<file path="src/rtl/serclk_pkg.sv">
package serclk_pkg;
  localparam int DIV_W  = 8;
  localparam int RATE_W = 8;
  localparam int TMO_W  = 16;
  localparam int HALF_W = DIV_W - 1;

  typedef struct packed {
    logic [DIV_W-1:0]  div;
    logic [RATE_W-1:0] rate;
    logic [TMO_W-1:0]  tmo;
  } timing_t;

  localparam int REG_W = $bits(timing_t);

  // half of the even prescale, bit 0 dropped, floor of 1
  function automatic logic [HALF_W-1:0] eff_half(input logic [DIV_W-1:0] d);
    logic [HALF_W-1:0] h;
    h = d[DIV_W-1:1];
    if (h == '0) h = HALF_W'(1);
    return h;
  endfunction
endpackage

</file>
<file path="src/rtl/serclk_timing_reg.sv">
module serclk_timing_reg
  import serclk_pkg::*;
#(
  parameter logic [DIV_W-1:0]  DIV_RST  = DIV_W'(2),
  parameter logic [RATE_W-1:0] RATE_RST = '0,
  parameter logic [TMO_W-1:0]  TMO_RST  = '0
) (
  input  logic    clk_i,
  input  logic    rst_ni,
  input  logic    wr_clk_i,
  input  logic    wr_tmo_i,
  input  timing_t wdata_i,
  output timing_t q_o
);
  always_ff @(posedge clk_i or negedge rst_ni) begin
    if (!rst_ni) begin
      q_o.div  <= DIV_RST;
      q_o.rate <= RATE_RST;
      q_o.tmo  <= TMO_RST;
    end else begin
      if (wr_clk_i) begin
        q_o.div  <= wdata_i.div;
        q_o.rate <= wdata_i.rate;
      end
      if (wr_tmo_i) q_o.tmo <= wdata_i.tmo;
    end
  end

  p_tmo_kept_r8: assert property (@(posedge clk_i) disable iff (!rst_ni)
    !wr_tmo_i |=> $stable(q_o.tmo));
  p_clk_kept_r8: assert property (@(posedge clk_i) disable iff (!rst_ni)
    !wr_clk_i |=> ($stable(q_o.div) && $stable(q_o.rate)));
endmodule

</file>
<file path="src/rtl/serclk_stage.sv">
module serclk_stage #(
  parameter int W = 8
) (
  input  logic         clk_i,
  input  logic         rst_ni,
  input  logic         en_i,
  input  logic [W-1:0] last_i,
  output logic         wrap_o
);
  logic [W-1:0] cnt_q;

  assign wrap_o = en_i && (cnt_q == last_i);

  always_ff @(posedge clk_i or negedge rst_ni) begin
    if (!rst_ni)     cnt_q <= '0;
    else if (wrap_o) cnt_q <= '0;
    else if (en_i)   cnt_q <= cnt_q + 1'b1;
  end

  p_cnt_in_range_r5: assert property (@(posedge clk_i) disable iff (!rst_ni)
    cnt_q <= last_i);
endmodule

</file>
<file path="src/rtl/serclk_div.sv">
module serclk_div
  import serclk_pkg::*;
#(
  parameter logic [DIV_W-1:0]  DIV_RST  = DIV_W'(2),
  parameter logic [RATE_W-1:0] RATE_RST = '0,
  parameter logic [TMO_W-1:0]  TMO_RST  = '0
) (
  input  logic             clk_i,
  input  logic             rst_ni,
  input  logic             wr_clk_i,
  input  logic             wr_tmo_i,
  input  logic [REG_W-1:0] wdata_i,
  output logic [REG_W-1:0] timing_o,
  output logic             sclk_o,
  output logic             edge_o
);
  timing_t           cfg;
  logic [HALF_W-1:0] act_pre_q;
  logic [RATE_W-1:0] act_rate_q;
  logic              sclk_q;
  logic              pre_wrap;
  logic              half_done;

  serclk_timing_reg #(
    .DIV_RST (DIV_RST),
    .RATE_RST(RATE_RST),
    .TMO_RST (TMO_RST)
  ) u_reg (
    .clk_i   (clk_i),
    .rst_ni  (rst_ni),
    .wr_clk_i(wr_clk_i),
    .wr_tmo_i(wr_tmo_i),
    .wdata_i (timing_t'(wdata_i)),
    .q_o     (cfg)
  );

  serclk_stage #(.W(HALF_W)) u_pre (
    .clk_i (clk_i),
    .rst_ni(rst_ni),
    .en_i  (1'b1),
    .last_i(act_pre_q),
    .wrap_o(pre_wrap)
  );

  serclk_stage #(.W(RATE_W)) u_rate (
    .clk_i (clk_i),
    .rst_ni(rst_ni),
    .en_i  (pre_wrap),
    .last_i(act_rate_q),
    .wrap_o(half_done)
  );

  // settings move into the counters only when both stages wrap
  always_ff @(posedge clk_i or negedge rst_ni) begin
    if (!rst_ni) begin
      act_pre_q  <= eff_half(DIV_RST) - 1'b1;
      act_rate_q <= RATE_RST;
      sclk_q     <= 1'b0;
    end else if (half_done) begin
      act_pre_q  <= eff_half(cfg.div) - 1'b1;
      act_rate_q <= cfg.rate;
      sclk_q     <= ~sclk_q;
    end
  end

  assign timing_o = cfg;
  assign sclk_o   = sclk_q;
  assign edge_o   = half_done;

  p_toggle_on_strobe_r6: assert property (@(posedge clk_i) disable iff (!rst_ni)
    edge_o |=> (sclk_o != $past(sclk_o)));
  p_hold_no_strobe_r6: assert property (@(posedge clk_i) disable iff (!rst_ni)
    !edge_o |=> $stable(sclk_o));
  p_settings_hold_r5: assert property (@(posedge clk_i) disable iff (!rst_ni)
    !edge_o |=> ($stable(act_pre_q) && $stable(act_rate_q)));
  always @(posedge clk_i) begin
    if (!rst_ni) p_low_in_reset_r7: assert (!sclk_o);
  end
endmodule

</file>
<file path="config.mk">
export PLATFORM = sky130hd
export DESIGN_NAME = serclk_div
export DESIGN_NICKNAME = d
export VERILOG_FILES = /design/src/rtl/serclk_pkg.sv /design/src/rtl/serclk_timing_reg.sv /design/src/rtl/serclk_stage.sv /design/src/rtl/serclk_div.sv
export SDC_FILE = /design/constraint.sdc
export NUM_CORES = 1
export LEC_CHECK = 0
export ABC_AREA = 1
export ABC_CLOCK_PERIOD_IN_PS = 1820
export BUFFER_PORTS_ARGS = -buffer_cell sky130_fd_sc_hd__buf_2
export CAP_MARGIN = 40
export CORE_ASPECT_RATIO = 0.8
export CORE_MARGIN = 2
export CORE_UTILIZATION = 30
export CTS_BUF_LIST = sky130_fd_sc_hd__clkbuf_4 sky130_fd_sc_hd__clkbuf_8 sky130_fd_sc_hd__clkbuf_16
export DETAILED_ROUTE_END_ITERATION = 8
export PLACE_DENSITY_LB_ADDON = 0.25
export SYNTH_ARGS = -nofsm -noshare
export SYNTH_HDL_FRONTEND = slang
export SYNTH_SLANG_ARGS = --single-unit
export TNS_END_PERCENT = 10
</file>
<file path="constraint.sdc">
create_clock -name clk_i -period 1.82 [get_ports clk_i]
set_clock_uncertainty 0.05 [all_clocks]
set_input_delay 0.182 -clock clk_i [delete_from_list [all_inputs] [get_ports clk_i]]
set_output_delay 0.182 -clock clk_i [all_outputs]
set_load 0.01 [all_outputs]
</file>
==> flow_metrics.env <==
export IMPL_achievable_frequency_mhz=579
export IMPL_power_per_cell_area_mw_per_mm2=1170
export IMPL_dr_pass1_iters=4
export IMPL_setup_viol=0
export IMPL_floorplan_die_width_um=117
export IMPL_synth_seq_area_share=0.518
export IMPL_yosys_area_top_type="dfrtp_1"
export IMPL_pin_count=70
export IMPL_worst_setup_path_start_kind="flop"
export IMPL_initial_antenna_violation_count=0
export IMPL_avgViaCountPerCell=4.27
export IMPL_design_die_area_mm2=0.0110
export IMPL_rr_startpoint="u_reg.q_o[27]$_DFFE_PN0P_"
export IMPL_critPathCaptureType="output pin"
export IMPL_slew_headroom=0.742
export IMPL_power_ir_vdd_worst_v=0.000579
export IMPL_r2r_slack_ns=0.16
export IMPL_crit_required_ns=1.59
export IMPL_synth_ff_latch_count=63
export IMPL_route_final_wire_length_um=6340
export IMPL_grt_overflow=0
export IMPL_final_critical_path_setup_slack_ns=0.0934
export IMPL_final_fill_count=1010
export IMPL_ys_warn_count=0
export IMPL_root_buffer="clkbuf_16"
export IMPL_r2r_cells=9
export IMPL_cts_tree="done"
export IMPL_numCtsBuffers=9
export IMPL_antenna_violating_nets_post_route=0
export IMPL_drc=0
export IMPL_timing_rr_end="act_pre_q[6]$_DFFE_PN0P_"
export IMPL_num_vias=2411
export IMPL_clk_insertion_delay_late_ns=0.32
export IMPL_post_synth_num_cell_types=29
export IMPL_worst_hold_path_type="primary input to flop"
export IMPL_gp_routability_congestion=0.767
export IMPL_core_area_mm2=0.00977
export IMPL_syn_cell_area_mm2=0.00305
export IMPL_path_max_fanout=4
export IMPL_worstMarginPinSlew_ns=0.387
export IMPL_run_status="complete, no violations"
export IMPL_synthesis_nets=381
export IMPL_first_pass_grt_wire_length_um=11100
export IMPL_power_static_leakage_nw=2.05
export IMPL_finalMaxSlewViolations=0
export IMPL_drive_gt1_frac=0.332
export IMPL_yosys_area_top_type_share=0.509
export IMPL_placement_setup_worst_slack_ns=0.168
export IMPL_antenna_cells=0
export IMPL_final_hold_viol_count=0
export IMPL_crit_arrival_ns=1.49
export IMPL_cap_violations=0
export IMPL_worstSetupPathType="flop to output pin"
export IMPL_wire_per_inst_um=11.2
export IMPL_max_clock_buf_depth=2
export IMPL_clock_tree_htree_level_count=3
export IMPL_postSynthAreaPerCell_um2=8.91
export IMPL_worst_hold_path_endpoint="u_reg.q_o[30]$_DFFE_PN0P_"
export IMPL_tritoncts_num_sinks=63
export IMPL_synth_top_cells_by_area="dfrtp_1 51%, nand2_1 13%, mux2_2 9.2%"
export IMPL_share_of_the_cycle_needed_by_the_critical_path_after_routing=0.949
export IMPL_first_iter_violations=123
export IMPL_design_final_nets=462
export IMPL_place_detailed_hpwl_um=4550
export IMPL_holdCritStartpoint="wdata_i[30]"
export IMPL_die_height_um=94.2
export IMPL_num_rows=32
export IMPL_syn_to_final_growth_pct=29.4
export IMPL_timing_hold_worst_path_depth=3
export IMPL_grt_pass1_vias=2272
export IMPL_final_min_clock_period_ns=1.73
export IMPL_clk_pin_slew_ns=0.06
export IMPL_grt_start_max_net_pins=64
export IMPL_initial_core_util=0.312
export IMPL_synthesized_netlist_cell_count=342
export IMPL_port_buffers=69
export IMPL_grt_total_usage=0.130
export IMPL_power_w=0.00462
## placed cells by master (no fill, tap or decap), types with 3 or more instances in the layout
cell type,n
nand2_1,105
buf_2,68
dfrtp_1,60
inv_1,33
nand3_1,29
mux2_2,25
nor2_1,16
o21ai_0,15
clkbuf_16,9
buf_4,9
inv_2,8
xor2_1,8
nor3_1,4
nor2_2,3
nand2_2,3
ha_1,3
## worst max path at each step
stage / endpoint / slack [ns] / cells past startpoint / start
after global placement: act_pre_q[6]$_DFFE_PN0P_ / 0.23 / 9 / u_reg.q_o[27]$_DFFE_PN0P_
after global routing: edge_o / -0.002 / 9 / u_rate.cnt_q[1]$_DFFE_PN0P_
after floorplan: act_pre_q[6]$_DFFE_PN0P_ / 0.26 / 9 / u_reg.q_o[27]$_DFFE_PN0P_
after CTS: edge_o / 0.05 / 9 / u_rate.cnt_q[6]$_DFFE_PN0P_
after detailed placement: act_pre_q[6]$_DFFE_PN0P_ / 0.17 / 9 / u_reg.q_o[27]$_DFFE_PN0P_
final: edge_o / 0.09 / 9 / u_rate.cnt_q[7]$_DFFE_PN0P_
## through the flow
| step | hold WS, ns | util | cell area, um2 | setup TNS (ns) | cells |
|---|---|---|---|---|---|
| after CTS | 0.00765 | 0.402 | 3930 | 0 | 563 |
| final | 0.0180 | 0.404 | 3950 | 0 | 564 |
| after global routing | 0.0101 | 0.404 | 3950 | -0.00206 | 564 |
| after global placement | 0.175 | 0.365 | 3560 | 0 | 544 |
| after detailed placement | 0.180 | 0.365 | 3560 | 0 | 544 |
| after floorplan | -0.164 | - | 3050 | 0 | 342 |
## flip-flops by register name, indices dropped and copies added, names as in the netlist
register / count
u_pre.cnt_q: 7
u_reg.q_o: 32
u_rate.cnt_q: 8
act_rate_q: 8
sclk_o: 1
act_pre_q: 7
## layout make-up
type | instances | area (um2) | area share
timing repair buffer | 80 | 449 | 0.114
inverter | 42 | 160 | 0.0406
multi-input combinational | 227 | 1260 | 0.320
clock buffer | 9 | 225 | 0.0571
clock inverter | 7 | 96.3 | 0.0244
sequential | 63 | 1580 | 0.401
tap | 136 | 170 | 0.0431
## synth_stat cells
cell type	number
nand2_1	106
dfrtp_1	62
inv_1	36
nand3_1	29
mux2_2	25
nor2_1	18
o21ai_0	15
xor2_1	8
inv_2	6
buf_4	5
nor3_1	4
clkbuf_1	3
ha_1	3
a21oi_1	2
nand2_2	2
nand3b_1	2
nand4_1	2
nor3b_1	2
nor4_1	2
buf_2	1
buf_6	1
dfstp_2	1
nand2_4	1
nand3_2	1
nor2_2	1
nor2_4	1
nor2_8	1
o31ai_1	1
xnor2_1	1
## logic make-up (layout without fill, tap and decap cells)
group	after synthesis	count (layout)	synth area share
buffers and inverters	52	138	0.0731
and+or+nand+nor	172	172	0.248
AOI/OAI and AO/OA	18	18	0.0304
muxes	25	25	0.0924
DFF	63	63	0.518
xor gates and xnor gates	9	9	0.0259
adders and majority gates	3	3	0.0123
## where the power goes
part	total, W	switching, W	internal [W]
Sequential	0.00183	0.000200	0.00163
Combinational	0.000967	0.000556	0.000411
Clock	0.00182	0.000618	0.00120
Total	0.00462	0.00137	0.00324
## routing by layer
layer	wire (um)	vias up	global-route usage	share of wire
li1	-	1247	-	-
met1	3200	1115	0.189	0.51
met4	77	0	0.0441	0.012
met5	0	-	0	0
met3	281	8	0.0452	0.044
met2	2780	41	0.178	0.44
## timing repair
item	4_1_cts	5_1_grt
setup endpoints to repair	1	1
hold buffers	1	0
pin swaps	4	8
setup buffers	2	1
resized for setup	4	7
endpoints found under the hold margin	62	0
## worst max-delay path: stages (launching register included)
cell and delay (ns):
dfrtp_1 0.40, inv_1 0.08, nand2_1 0.06, nand2_1 0.06, nor2_2 0.12, nand2_2 0.10
nor2_8 0.16, nand2_8 0.06, inv_4 0.05, buf_6 0.08
Note: power is estimated with default switching activity, not from simulation.
